<file path="src/rtl/bcm_pkg.sv">
package bcm_pkg;

  // Ticks taken by bit cycle k: blank overhead plus weighted lit time.
  function automatic int unsigned cycle_ticks(input int unsigned ovh,
                                              input int unsigned base,
                                              input int unsigned k);
    return ovh + (base << k);
  endfunction

  // Counter width able to hold 0..n-1, at least one bit.
  function automatic int unsigned width_of(input int unsigned n);
    return (n > 1) ? $clog2(n) : 1;
  endfunction

endpackage

</file>
<file path="src/rtl/bcm_tick_gen.sv">
module bcm_tick_gen #(
  parameter int unsigned TICK_DIV = 40
) (
  input  logic clk,
  input  logic rst_n,
  input  logic run,
  input  logic restart,
  output logic tick
);
  localparam int unsigned PRE_W = bcm_pkg::width_of(TICK_DIV);

  logic [PRE_W-1:0] pre_q;
  logic [PRE_W-1:0] pre_d;
  logic             at_top;

  assign at_top = (pre_q == PRE_W'(TICK_DIV - 1));
  assign tick   = run && at_top;

  always_comb begin
    if (!run || restart || at_top) begin
      pre_d = '0;
    end else begin
      pre_d = pre_q + PRE_W'(1);
    end
  end

  always_ff @(posedge clk or negedge rst_n) begin
    if (!rst_n) begin
      pre_q <= '0;
    end else begin
      pre_q <= pre_d;
    end
  end

endmodule

</file>
<file path="src/rtl/bcm_cycle_seq.sv">
module bcm_cycle_seq #(
  parameter int unsigned NUM_SEGS    = 8,
  parameter int unsigned MAX_PLANES  = 10,
  parameter int unsigned OVH_TICKS   = 9,
  parameter int unsigned BASE_TICKS  = 4,
  parameter int unsigned STROBE_TICK = 8,
  parameter int unsigned NB_W        = 4,
  parameter int unsigned PL_W        = 4,
  parameter int unsigned SEG_W       = 3,
  parameter int unsigned CNT_W       = 12
) (
  input  logic             clk,
  input  logic             rst_n,
  input  logic             run,
  input  logic             tick,
  input  logic [NB_W-1:0]  nbits,
  output logic             fetch,
  output logic             restart,
  output logic [PL_W-1:0]  plane,
  output logic [SEG_W-1:0] seg,
  output logic             oe_n,
  output logic             strobe,
  output logic             strobe_begin
);
  logic             active_q,  active_d;
  logic             fetch_q,   fetch_d;
  logic [CNT_W-1:0] cnt_q,     cnt_d;
  logic [PL_W-1:0]  plane_q,   plane_d;
  logic [SEG_W-1:0] seg_q,     seg_d;

  logic [NB_W-1:0]  nb_eff;
  logic [CNT_W-1:0] len_m1;
  logic             last_plane;
  logic             last_seg;
  logic             cyc_end;
  logic             start;

  // Plane count with zero raised to one and overlarge values clamped.
  always_comb begin
    if (nbits == '0) begin
      nb_eff = NB_W'(1);
    end else if (nbits > NB_W'(MAX_PLANES)) begin
      nb_eff = NB_W'(MAX_PLANES);
    end else begin
      nb_eff = nbits;
    end
  end

  assign len_m1     = CNT_W'(OVH_TICKS - 1) + (CNT_W'(BASE_TICKS) << plane_q);
  assign last_plane = (NB_W'(plane_q) + NB_W'(1)) >= nb_eff;
  assign last_seg   = (seg_q == SEG_W'(NUM_SEGS - 1));
  assign cyc_end    = active_q && tick && (cnt_q == len_m1);
  assign start      = run && (!active_q || cyc_end);

  always_comb begin
    active_d = active_q;
    fetch_d  = 1'b0;
    cnt_d    = cnt_q;
    plane_d  = plane_q;
    seg_d    = seg_q;
    if (!run) begin
      active_d = 1'b0;
      cnt_d    = '0;
      plane_d  = '0;
      seg_d    = '0;
    end else if (start) begin
      active_d = 1'b1;
      fetch_d  = 1'b1;
      cnt_d    = '0;
      if (cyc_end) begin
        if (last_plane) begin
          plane_d = '0;
          seg_d   = last_seg ? '0 : seg_q + SEG_W'(1);
        end else begin
          plane_d = plane_q + PL_W'(1);
        end
      end
    end else if (active_q && tick) begin
      cnt_d = cnt_q + CNT_W'(1);
    end
  end

  always_ff @(posedge clk or negedge rst_n) begin
    if (!rst_n) begin
      active_q <= 1'b0;
      fetch_q  <= 1'b0;
      cnt_q    <= '0;
      plane_q  <= '0;
      seg_q    <= '0;
    end else begin
      active_q <= active_d;
      fetch_q  <= fetch_d;
      cnt_q    <= cnt_d;
      plane_q  <= plane_d;
      seg_q    <= seg_d;
    end
  end

  assign fetch        = fetch_q;
  assign restart      = start;
  assign plane        = plane_q;
  assign seg          = seg_q;
  assign oe_n         = !(active_q && (cnt_q >= CNT_W'(OVH_TICKS)));
  assign strobe       = active_q && (cnt_q == CNT_W'(STROBE_TICK));
  assign strobe_begin = active_q && tick && (cnt_q == CNT_W'(STROBE_TICK - 1));

endmodule

</file>
<file path="src/rtl/bcm_spi_tx.sv">
module bcm_spi_tx #(
  parameter int unsigned DATA_W   = 32,
  parameter int unsigned SPI_HALF = 4
) (
  input  logic              clk,
  input  logic              rst_n,
  input  logic              go,
  input  logic              load,
  input  logic [DATA_W-1:0] data,
  output logic              sck,
  output logic              mosi,
  output logic              busy
);
  localparam int unsigned DIV_W = bcm_pkg::width_of(SPI_HALF);
  localparam int unsigned BC_W  = bcm_pkg::width_of(DATA_W);

  logic              sck_q,  sck_d;
  logic              mosi_q, mosi_d;
  logic              busy_q, busy_d;
  logic [DATA_W-1:0] sr_q,   sr_d;
  logic [DIV_W-1:0]  div_q,  div_d;
  logic [BC_W-1:0]   bc_q,   bc_d;
  logic              half_done;

  assign half_done = (div_q == DIV_W'(SPI_HALF - 1));

  always_comb begin
    sck_d  = sck_q;
    mosi_d = mosi_q;
    busy_d = busy_q;
    sr_d   = sr_q;
    div_d  = div_q;
    bc_d   = bc_q;
    if (!go) begin
      busy_d = 1'b0;
      sck_d  = 1'b1;
      div_d  = '0;
      bc_d   = '0;
    end else if (load) begin
      busy_d = 1'b1;
      sck_d  = 1'b1;
      div_d  = '0;
      bc_d   = '0;
      sr_d   = data;
    end else if (busy_q) begin
      if (half_done) begin
        div_d = '0;
        if (sck_q) begin
          // falling edge: present next bit
          sck_d  = 1'b0;
          mosi_d = sr_q[DATA_W-1];
          sr_d   = {sr_q[DATA_W-2:0], 1'b0};
        end else begin
          // rising edge: receiver samples
          sck_d = 1'b1;
          bc_d  = bc_q + BC_W'(1);
          if (bc_q == BC_W'(DATA_W - 1)) begin
            busy_d = 1'b0;
          end
        end
      end else begin
        div_d = div_q + DIV_W'(1);
      end
    end
  end

  always_ff @(posedge clk or negedge rst_n) begin
    if (!rst_n) begin
      sck_q  <= 1'b1;
      mosi_q <= 1'b0;
      busy_q <= 1'b0;
      sr_q   <= '0;
      div_q  <= '0;
      bc_q   <= '0;
    end else begin
      sck_q  <= sck_d;
      mosi_q <= mosi_d;
      busy_q <= busy_d;
      sr_q   <= sr_d;
      div_q  <= div_d;
      bc_q   <= bc_d;
    end
  end

  assign sck  = sck_q;
  assign mosi = mosi_q;
  assign busy = busy_q;

endmodule

</file>
<file path="src/rtl/bcm_scheduler.sv">
module bcm_scheduler #(
  parameter int unsigned NUM_SEGS    = 8,
  parameter int unsigned MAX_PLANES  = 10,
  parameter int unsigned DATA_W      = 32,
  parameter int unsigned TICK_DIV    = 40,
  parameter int unsigned SPI_HALF    = 4,
  parameter int unsigned OVH_TICKS   = 9,
  parameter int unsigned BASE_TICKS  = 4,
  parameter int unsigned STROBE_TICK = 8,
  localparam int unsigned NB_W   = $clog2(MAX_PLANES + 1),
  localparam int unsigned ADDR_W = bcm_pkg::width_of(MAX_PLANES * NUM_SEGS)
) (
  input  logic              clk,
  input  logic              rst_n,
  input  logic              enable,
  input  logic [NB_W-1:0]   nbits,
  output logic              mem_rd_en,
  output logic [ADDR_W-1:0] mem_addr,
  input  logic [DATA_W-1:0] mem_rdata,
  output logic              spi_sck,
  output logic              spi_mosi,
  output logic              drv_strobe,
  output logic              drv_oe_n,
  output logic              xfer_err
);
  localparam int unsigned PL_W  = bcm_pkg::width_of(MAX_PLANES);
  localparam int unsigned SEG_W = bcm_pkg::width_of(NUM_SEGS);
  localparam int unsigned CNT_W =
    $clog2(bcm_pkg::cycle_ticks(OVH_TICKS, BASE_TICKS, MAX_PLANES - 1) + 1);

  logic [1:0]       rs_q;
  logic             rst_int_n;
  logic             tick;
  logic             restart;
  logic             fetch;
  logic             strobe_begin;
  logic [PL_W-1:0]  plane_idx;
  logic [SEG_W-1:0] seg_idx;
  logic             spi_busy;
  logic             rvalid_q, rvalid_d;
  logic             err_q,    err_d;

  // Reset: asserted at once, released after two clock edges.
  always_ff @(posedge clk or negedge rst_n) begin
    if (!rst_n) begin
      rs_q <= 2'b00;
    end else begin
      rs_q <= {rs_q[0], 1'b1};
    end
  end
  assign rst_int_n = rs_q[1];

  bcm_tick_gen #(
    .TICK_DIV (TICK_DIV)
  ) tick_i (
    .clk     (clk),
    .rst_n   (rst_int_n),
    .run     (enable),
    .restart (restart),
    .tick    (tick)
  );

  bcm_cycle_seq #(
    .NUM_SEGS    (NUM_SEGS),
    .MAX_PLANES  (MAX_PLANES),
    .OVH_TICKS   (OVH_TICKS),
    .BASE_TICKS  (BASE_TICKS),
    .STROBE_TICK (STROBE_TICK),
    .NB_W        (NB_W),
    .PL_W        (PL_W),
    .SEG_W       (SEG_W),
    .CNT_W       (CNT_W)
  ) seq_i (
    .clk          (clk),
    .rst_n        (rst_int_n),
    .run          (enable),
    .tick         (tick),
    .nbits        (nbits),
    .fetch        (fetch),
    .restart      (restart),
    .plane        (plane_idx),
    .seg          (seg_idx),
    .oe_n         (drv_oe_n),
    .strobe       (drv_strobe),
    .strobe_begin (strobe_begin)
  );

  bcm_spi_tx #(
    .DATA_W   (DATA_W),
    .SPI_HALF (SPI_HALF)
  ) spi_i (
    .clk   (clk),
    .rst_n (rst_int_n),
    .go    (enable),
    .load  (rvalid_q),
    .data  (mem_rdata),
    .sck   (spi_sck),
    .mosi  (spi_mosi),
    .busy  (spi_busy)
  );

  assign mem_rd_en = fetch;
  assign mem_addr  = ADDR_W'(plane_idx) * ADDR_W'(NUM_SEGS) + ADDR_W'(seg_idx);

  always_comb begin
    rvalid_d = fetch && enable;
    err_d    = err_q;
    if (strobe_begin && (spi_busy || rvalid_q)) begin
      err_d = 1'b1;
    end
  end

  always_ff @(posedge clk or negedge rst_int_n) begin
    if (!rst_int_n) begin
      rvalid_q <= 1'b0;
      err_q    <= 1'b0;
    end else begin
      rvalid_q <= rvalid_d;
      err_q    <= err_d;
    end
  end

  assign xfer_err = err_q;

endmodule

</file>
<file path="config.mk">
export PLATFORM = sky130hd
export DESIGN_NAME = bcm_scheduler
export DESIGN_NICKNAME = d
export VERILOG_FILES = /design/src/rtl/bcm_pkg.sv /design/src/rtl/bcm_tick_gen.sv /design/src/rtl/bcm_cycle_seq.sv /design/src/rtl/bcm_spi_tx.sv /design/src/rtl/bcm_scheduler.sv
export SDC_FILE = /design/constraint.sdc
export NUM_CORES = 1
export LEC_CHECK = 0
export BUFFER_PORTS_ARGS = -buffer_cell sky130_fd_sc_hd__buf_2
export CORE_ASPECT_RATIO = 0.75
export CORE_MARGIN = 2
export CORE_UTILIZATION = 45
export DETAILED_ROUTE_END_ITERATION = 8
export PLACE_DENSITY = 0.71
export SETUP_SLACK_MARGIN = 0.1
export SLEW_MARGIN = 20
export SYNTH_ARGS = -nofsm -noshare
export SYNTH_HDL_FRONTEND = slang
export SYNTH_SLANG_ARGS = --single-unit
</file>
<file path="constraint.sdc">
create_clock -name clk -period 2.02 [get_ports clk]
set_input_delay 0.404 -clock clk [delete_from_list [all_inputs] [get_ports clk]]
set_output_delay 0.404 -clock clk [all_outputs]
set_load 0.01 [all_outputs]
</file>
; ---- Yosys cells after proc, flatten, opt, wreduce, memory -nomap -nowiden
; Index checks and enable logic that the tools add are counted.
[word_totals]
ff_bits = 73
latch_bits = 0
mem_bits_rw = 0
mem_bits_ro = 0
in_bits = 39
output_inout_bits = 13
elab_cells = 111
memories = 0
[op_classes]
addsub = 8
mul = 0
n_div = 0
order_cmp = 3
eq_ne = 14
n_shift = 1
mux = 43
bitwise_logic = 1
n_reduce_logical = 26
[op_table]
columns = cell, count
row1 = two-way mux 32 bit, 4
row2 = two-way mux 12 bit, 3
row3 = two-way mux 5 bit, 5
row4 = two-way mux 4 bit, 6
row5 = two-way mux 1 bit, 15
row6 = two-way mux 3 bit, 5
row7 = adder 12 x 1 -> 12 bit (second input constant), 1
row8 = adder 4 x 12 -> 12 bit (first input constant), 1
row9 = == test 12 bit, 1
row10 = == test 12 x 3 -> 1 bit (second input constant), 1
row11 = == test 12 x 4 -> 1 bit (second input constant), 1
row12 = >= comparator 12 x 4 -> 1 bit (second input constant), 1
row13 = left shift 3 x 4 -> 12 bit (first input constant), 1
row14 = logical AND 1 bit, 9
row15 = != test 3 x 1 -> 1 bit (second input constant), 3
row16 = two-way mux 2 bit, 4
row17 = adder 7 x 3 -> 7 bit, 1
row18 = adder 6 x 1 -> 6 bit (second input constant), 1
row19 = == test 6 bit (second input constant), 1
row20 = two-way mux 6 bit, 1
row21 = != test 2 x 1 -> 1 bit (second input constant), 3
row22 = AND reduction 3 bit, 2
row23 = nonzero test 2 bit, 3
row24 = adder 5 x 1 -> 5 bit (second input constant), 1
row25 = 16 further kinds, 22

; ---- Logic depth before layout (Yosys ltp)
[depth]
ltp_word = 9
mapped_depth = 11

; ---- Cells and area by module
; From an unflattened synthesis, not the netlist that was laid out.
[unflattened]
hier_cells = 371
hier_area_um2 = 4264.1
[modules_own_cells]
columns = mod, instances, cells_each, area_each_um2, seq_area_each_um2
row1 = bcm_spi_tx, 1, 146, 2158.3, 1052.3
row2 = bcm_cycle_seq, 1, 189, 1702.9, 525.5
row3 = bcm_tick_gen, 1, 28, 281.5, 150.1
row4 = bcm_scheduler, 1, 8, 121.4, 100.1

; ---- Worst setup path after synthesis
; OpenSTA, ideal clock, no wires.
[synth_timing]
path_kind = register to register
start = reg seq_i.plane_q[1] (netlist: seq_i.plane[1])
end = reg seq_i.seg_q[0] (netlist: seq_i.seg[0])
arrival_time_ns = 2.445
path_slack_ns = -0.551
path_stages_with_launch = 11
path_buffers = 0
path_cell_list = dfrtp_1 inv_1 ha_1 nor3b_4 ha_1 and3_1 xor2_1 and4_1 o22ai_2 nor2_1 a221o_1
[synth_via]
elab_chain_len = 8
word_cells_on_any_way = 12
cone_classes = 2 x add/sub / 1 x order compare / 4 x eq/ne / 1 x shift / 4 x reduce/logical
[synth_rtl]
columns = element, line
row1 = start: declaration, bcm_cycle_seq.sv:28  ; logic [PL_W-1:0] plane_q, plane_d;
row2 = start signal: assignment, bcm_cycle_seq.sv:94  ; plane_q <= plane_d;
row3 = left shift 3 x 4 -> 12 bit, bcm_cycle_seq.sv:49  ; assign len_m1 = CNT_W'(OVH_TICKS - 1) + (CNT_W'(BASE_TICKS) << plane_q);
row4 = adder 4 x 12 -> 12 bit, bcm_cycle_seq.sv:49
row5 = == test 12 bit, bcm_cycle_seq.sv:52  ; assign cyc_end = active_q && tick && (cnt_q == len_m1);
row6 = logical AND 1 bit, bcm_cycle_seq.sv:52
row7 = logical OR 1 bit, bcm_cycle_seq.sv:53  ; assign start = run && (!active_q || cyc_end);
row8 = logical AND 1 bit, bcm_cycle_seq.sv:53
row9 = != test 2 x 1 -> 1 bit (no line), -
row10 = AND reduction 3 bit (no line) *, -
row11 = end signal: assignment, bcm_cycle_seq.sv:95  ; seg_q <= seg_d;
row12 = end: declaration, bcm_cycle_seq.sv:29  ; logic [SEG_W-1:0] seg_q, seg_d;
; Mark *: on every way between the ends. The rest lies on a longest branch, timed or not.
; A chain may end at the register's enable or synchronous reset.

; ---- Final worst setup path
[layout_timing]
start = reg seq_i.plane_q[1] (netlist: seq_i.plane[1])
end = reg seq_i.fetch_q (netlist: seq_i.fetch)
[layout_via]
elab_chain_len = 8
[layout_rtl]
columns = element, line
row1 = left shift 3 x 4 -> 12 bit, bcm_cycle_seq.sv:49
row2 = adder 4 x 12 -> 12 bit, bcm_cycle_seq.sv:49
row3 = == test 12 bit, bcm_cycle_seq.sv:52
row4 = logical AND 1 bit, bcm_cycle_seq.sv:52
row5 = logical OR 1 bit, bcm_cycle_seq.sv:53
row6 = logical AND 1 bit, bcm_cycle_seq.sv:53
row7 = two-way mux 1 bit, bcm_cycle_seq.sv:66  ; end else if (start) begin
row8 = two-way mux 1 bit, bcm_cycle_seq.sv:61  ; if (!run) begin
row9 = via seq_i.fetch_d, bcm_cycle_seq.sv:26  ; logic fetch_q, fetch_d;
row10 = end signal: assignment, bcm_cycle_seq.sv:92  ; fetch_q <= fetch_d;
row11 = end: declaration, bcm_cycle_seq.sv:26
; The timed path passes the listed nets, and every way through them passes these cells.

==> reports/qor.yml <==
drc: 0
drt-pass1-iter-count: 4
port_buffers: 51
final_core_util_pct: 60.1
drt_iter0_markers: 156
finalCriticalPeriod_ps: 2480
timing.final.crit_share_pct: 123
finalPower_mw: 3.50
tritoncts: "done"
antenna_found_initial: 0
chipHeight_um: 85.4
fin_nets: 541
ir_drop_mv: 0.395
synth_async_sr_flop_share_pct: 100
avgViaCountPerCell: 5.17
area_growth_pct: 28.9
critPathTopFamily: "simple AND/OR/NAND/NOR gates"
clock_path_buffers: 2
status: "complete, but fails checks"
path_cells: "inv_2 > ha_4 > nor3b_4 > ha_4 > xor2_1 > a31o_2 > nor4_4 > nand3_2 > buf_6 > or2_4 > a21boi_2"
core_um2: 8530
slew_headroom_pct: 64.3
synth_top_cell_by_area: "dfrtp_1"
clk_latency_ps: 320
place_congestion: 0.856
drt_wl_total_um: 8700
startpoint_type: "flip-flop"
ioPinCount: 52
start_util_pct: 46.6
synth_nets: 456
synthCells: 396
critPathKind: "flip-flop to flip-flop"
rsz0062_at_grt: "yes"
synth_top_area_share_pct: 45.3
slew_viol_final: 0
rrSetupSlack_ps: -460
grt_overflow: 0
p_per_area_nw_per_um2: 682
diodes: 0
crit_fanout: 4
crit_path_max_incr_delay_ps: 430
final_cell_mix: "dfrtp_1 (66), nand2_1 (51), buf_2 (51)"
grt_pass1_vias: 3101
ys_types: 51
seq_area_frac_synth_pct: 46.0
p_leak_nw: 2.39
finClkSkew_ps: 6.60
grt_use_total_pct: 19.1
design_area_um2: 5120
synthTopCellsByArea: "dfrtp_1 (45%), mux2i_1 (8.8%), ha_1 (6.6%), nand2_1 (4.9%), o21ai_0 (4.5%)"
r2r-end: "seq_i.fetch"
chipWidth_um: 113
vias: 3073
synth_area_um2: 3970
grt_max_degree: 64
rows: 29
grt_pass1_wl_um: 14900
cts-root-buf: "clkbuf_16"
maxCapViolCount: 0
fmax_ghz: 0.403
h-tree-depth: 3
min_path_type: "flip-flop to async pin"
instances_no_fill: 594
timing.final.hold_violations: 0
timing.final.ws_setup_ps: -463
syn_area_per_cell_um2: 10.0
cp_num_buf_inv: 2
critPathRequiredTime_ps: 2270
place_area_um2: 4660
yosys_most_used_dff: "dfrtp_1"
ys_ff_latch: 73
drtAntennaViolNets: 0
wire_per_inst_um: 14.6
setup_viol: 26
critical-path-slowest-cell: "dfrtp_2"
r2r_cells: 11
synth_warnings: 0
end_kind: "flip-flop"
die-area_um2: 9610
worst_pin_slew_ps: 535
cts_buffers: 9
drive_gt1_share_pct: 31.3
rr_startpoint: "seq_i.plane[1]"
placed_cells: 573
preCtsSetupSlack_ps: -498
path_clk_slew_ps: 60
cp_num_cells: 11
cts.sinks: 73
hpwl_um: 5980
synth-edff-count: 0
path_common_cell: "ha_4"
final_common_cell: "dfrtp_1"
arrival_ps: 2740
failed_checks: "setup timing"
==> report_power, final <==
part	total [mW]	switching, mW	internal, mW
Combinational	0.346	0.178	0.168
Sequential	1.70	0.0852	1.61
Clock	1.45	0.590	0.863
Total	3.50	0.853	2.64
==> metal layers <==
layer	GRT usage [%]	up-vias	share of wire (%)
met3	3.79	4	3.0
met4	5.10	0	0.64
li1	-	1549	-
met1	27.4	1477	48
met5	0	-	0
met2	30.0	43	48
==> worst max-delay path by stage <==
stage / startpoint / endpoint / slack [ps]
after floorplan: seq_i.plane[0] / seq_i.cnt_q[10] / -450
after global placement: seq_i.plane[0] / seq_i.fetch / -420
after detailed placement: seq_i.plane[1] / seq_i.fetch / -500
after CTS: seq_i.plane[1] / seq_i.fetch / -460
after global routing: seq_i.plane[1] / seq_i.fetch / -560
final: seq_i.plane[1] / seq_i.fetch / -460
==> cell usage after synthesis, types with 4 or more instances <==
| cell type | number |
|---|---|
| nor2_1 | 30 |
| o211a_1 | 4 |
| nand3_1 | 11 |
| nand2_1 | 52 |
| o21ai_0 | 36 |
| xor2_1 | 13 |
| and3_1 | 8 |
| xnor2_1 | 13 |
| mux2i_1 | 35 |
| ha_1 | 21 |
| clkbuf_1 | 18 |
| dfrtp_1 | 72 |
| nor3_1 | 5 |
| nand4b_1 | 5 |
| inv_1 | 9 |
| a21oi_1 | 7 |
==> worst reg2reg max path, cell delays in order, from the launching register on <==
cell and delay (ps):
dfrtp_2 430, inv_2 80, ha_4 120, nor3b_4 240, ha_4 240, xor2_1 140, a31o_2 230, nor4_4 230
nand3_2 170, buf_6 160, or2_4 250, a21boi_2 140
==> final cells by class <==
| type | instances | area [um2] |
|---|---|---|
| clock buffer | 11 | 243 |
| sequential | 73 | 1840 |
| timing repair buffer | 96 | 648 |
| clock inverter | 5 | 32.5 |
| inverter | 9 | 33.8 |
| multi-input combinational | 292 | 2200 |
| tap | 108 | 135 |
| fill | 687 | 3400 |
==> cell families after synthesis <==
logic type	Yosys count	share of synthesized area, %
multiplexers	37	9.38
buffers and inverters	31	3.37
adder cells (fa/ha/maj)	22	6.86
flip-flops	73	46.0
XOR/XNOR	26	5.73
AND/OR/NAND/NOR	139	17.7
other	1	0.0944
AO/OA/AOI/OAI	67	10.9
==> flip-flops by register name (all words and copies together) (netlist names), 2 cells and up <==
signal,flops
rs_q,2
seq_i.cnt_q,12
seq_i.plane,4
seq_i.seg,3
spi_i.bc_q,5
spi_i.div_q,2
spi_i.sr_q,32
tick_i.pre_q,6
==> metrics by stage <==
stage | hold WS [ps] | setup TNS, ps
after global placement | 131 | -9980
final | 137 | -11200
after floorplan | 108 | -9830
after detailed placement | 144 | -11230
after global routing | 155 | -13740
after CTS | 144 | -11300
==> repair_timing <==
item,4_1_cts,5_1_grt
hold buffers,1,0
resized for setup,16,13
setup buffers,3,1
pin swaps,9,8
endpoints found under the hold margin,2,0
endpoints found under the setup margin,28,28
Note: power is estimated with default switching activity, not from simulation.
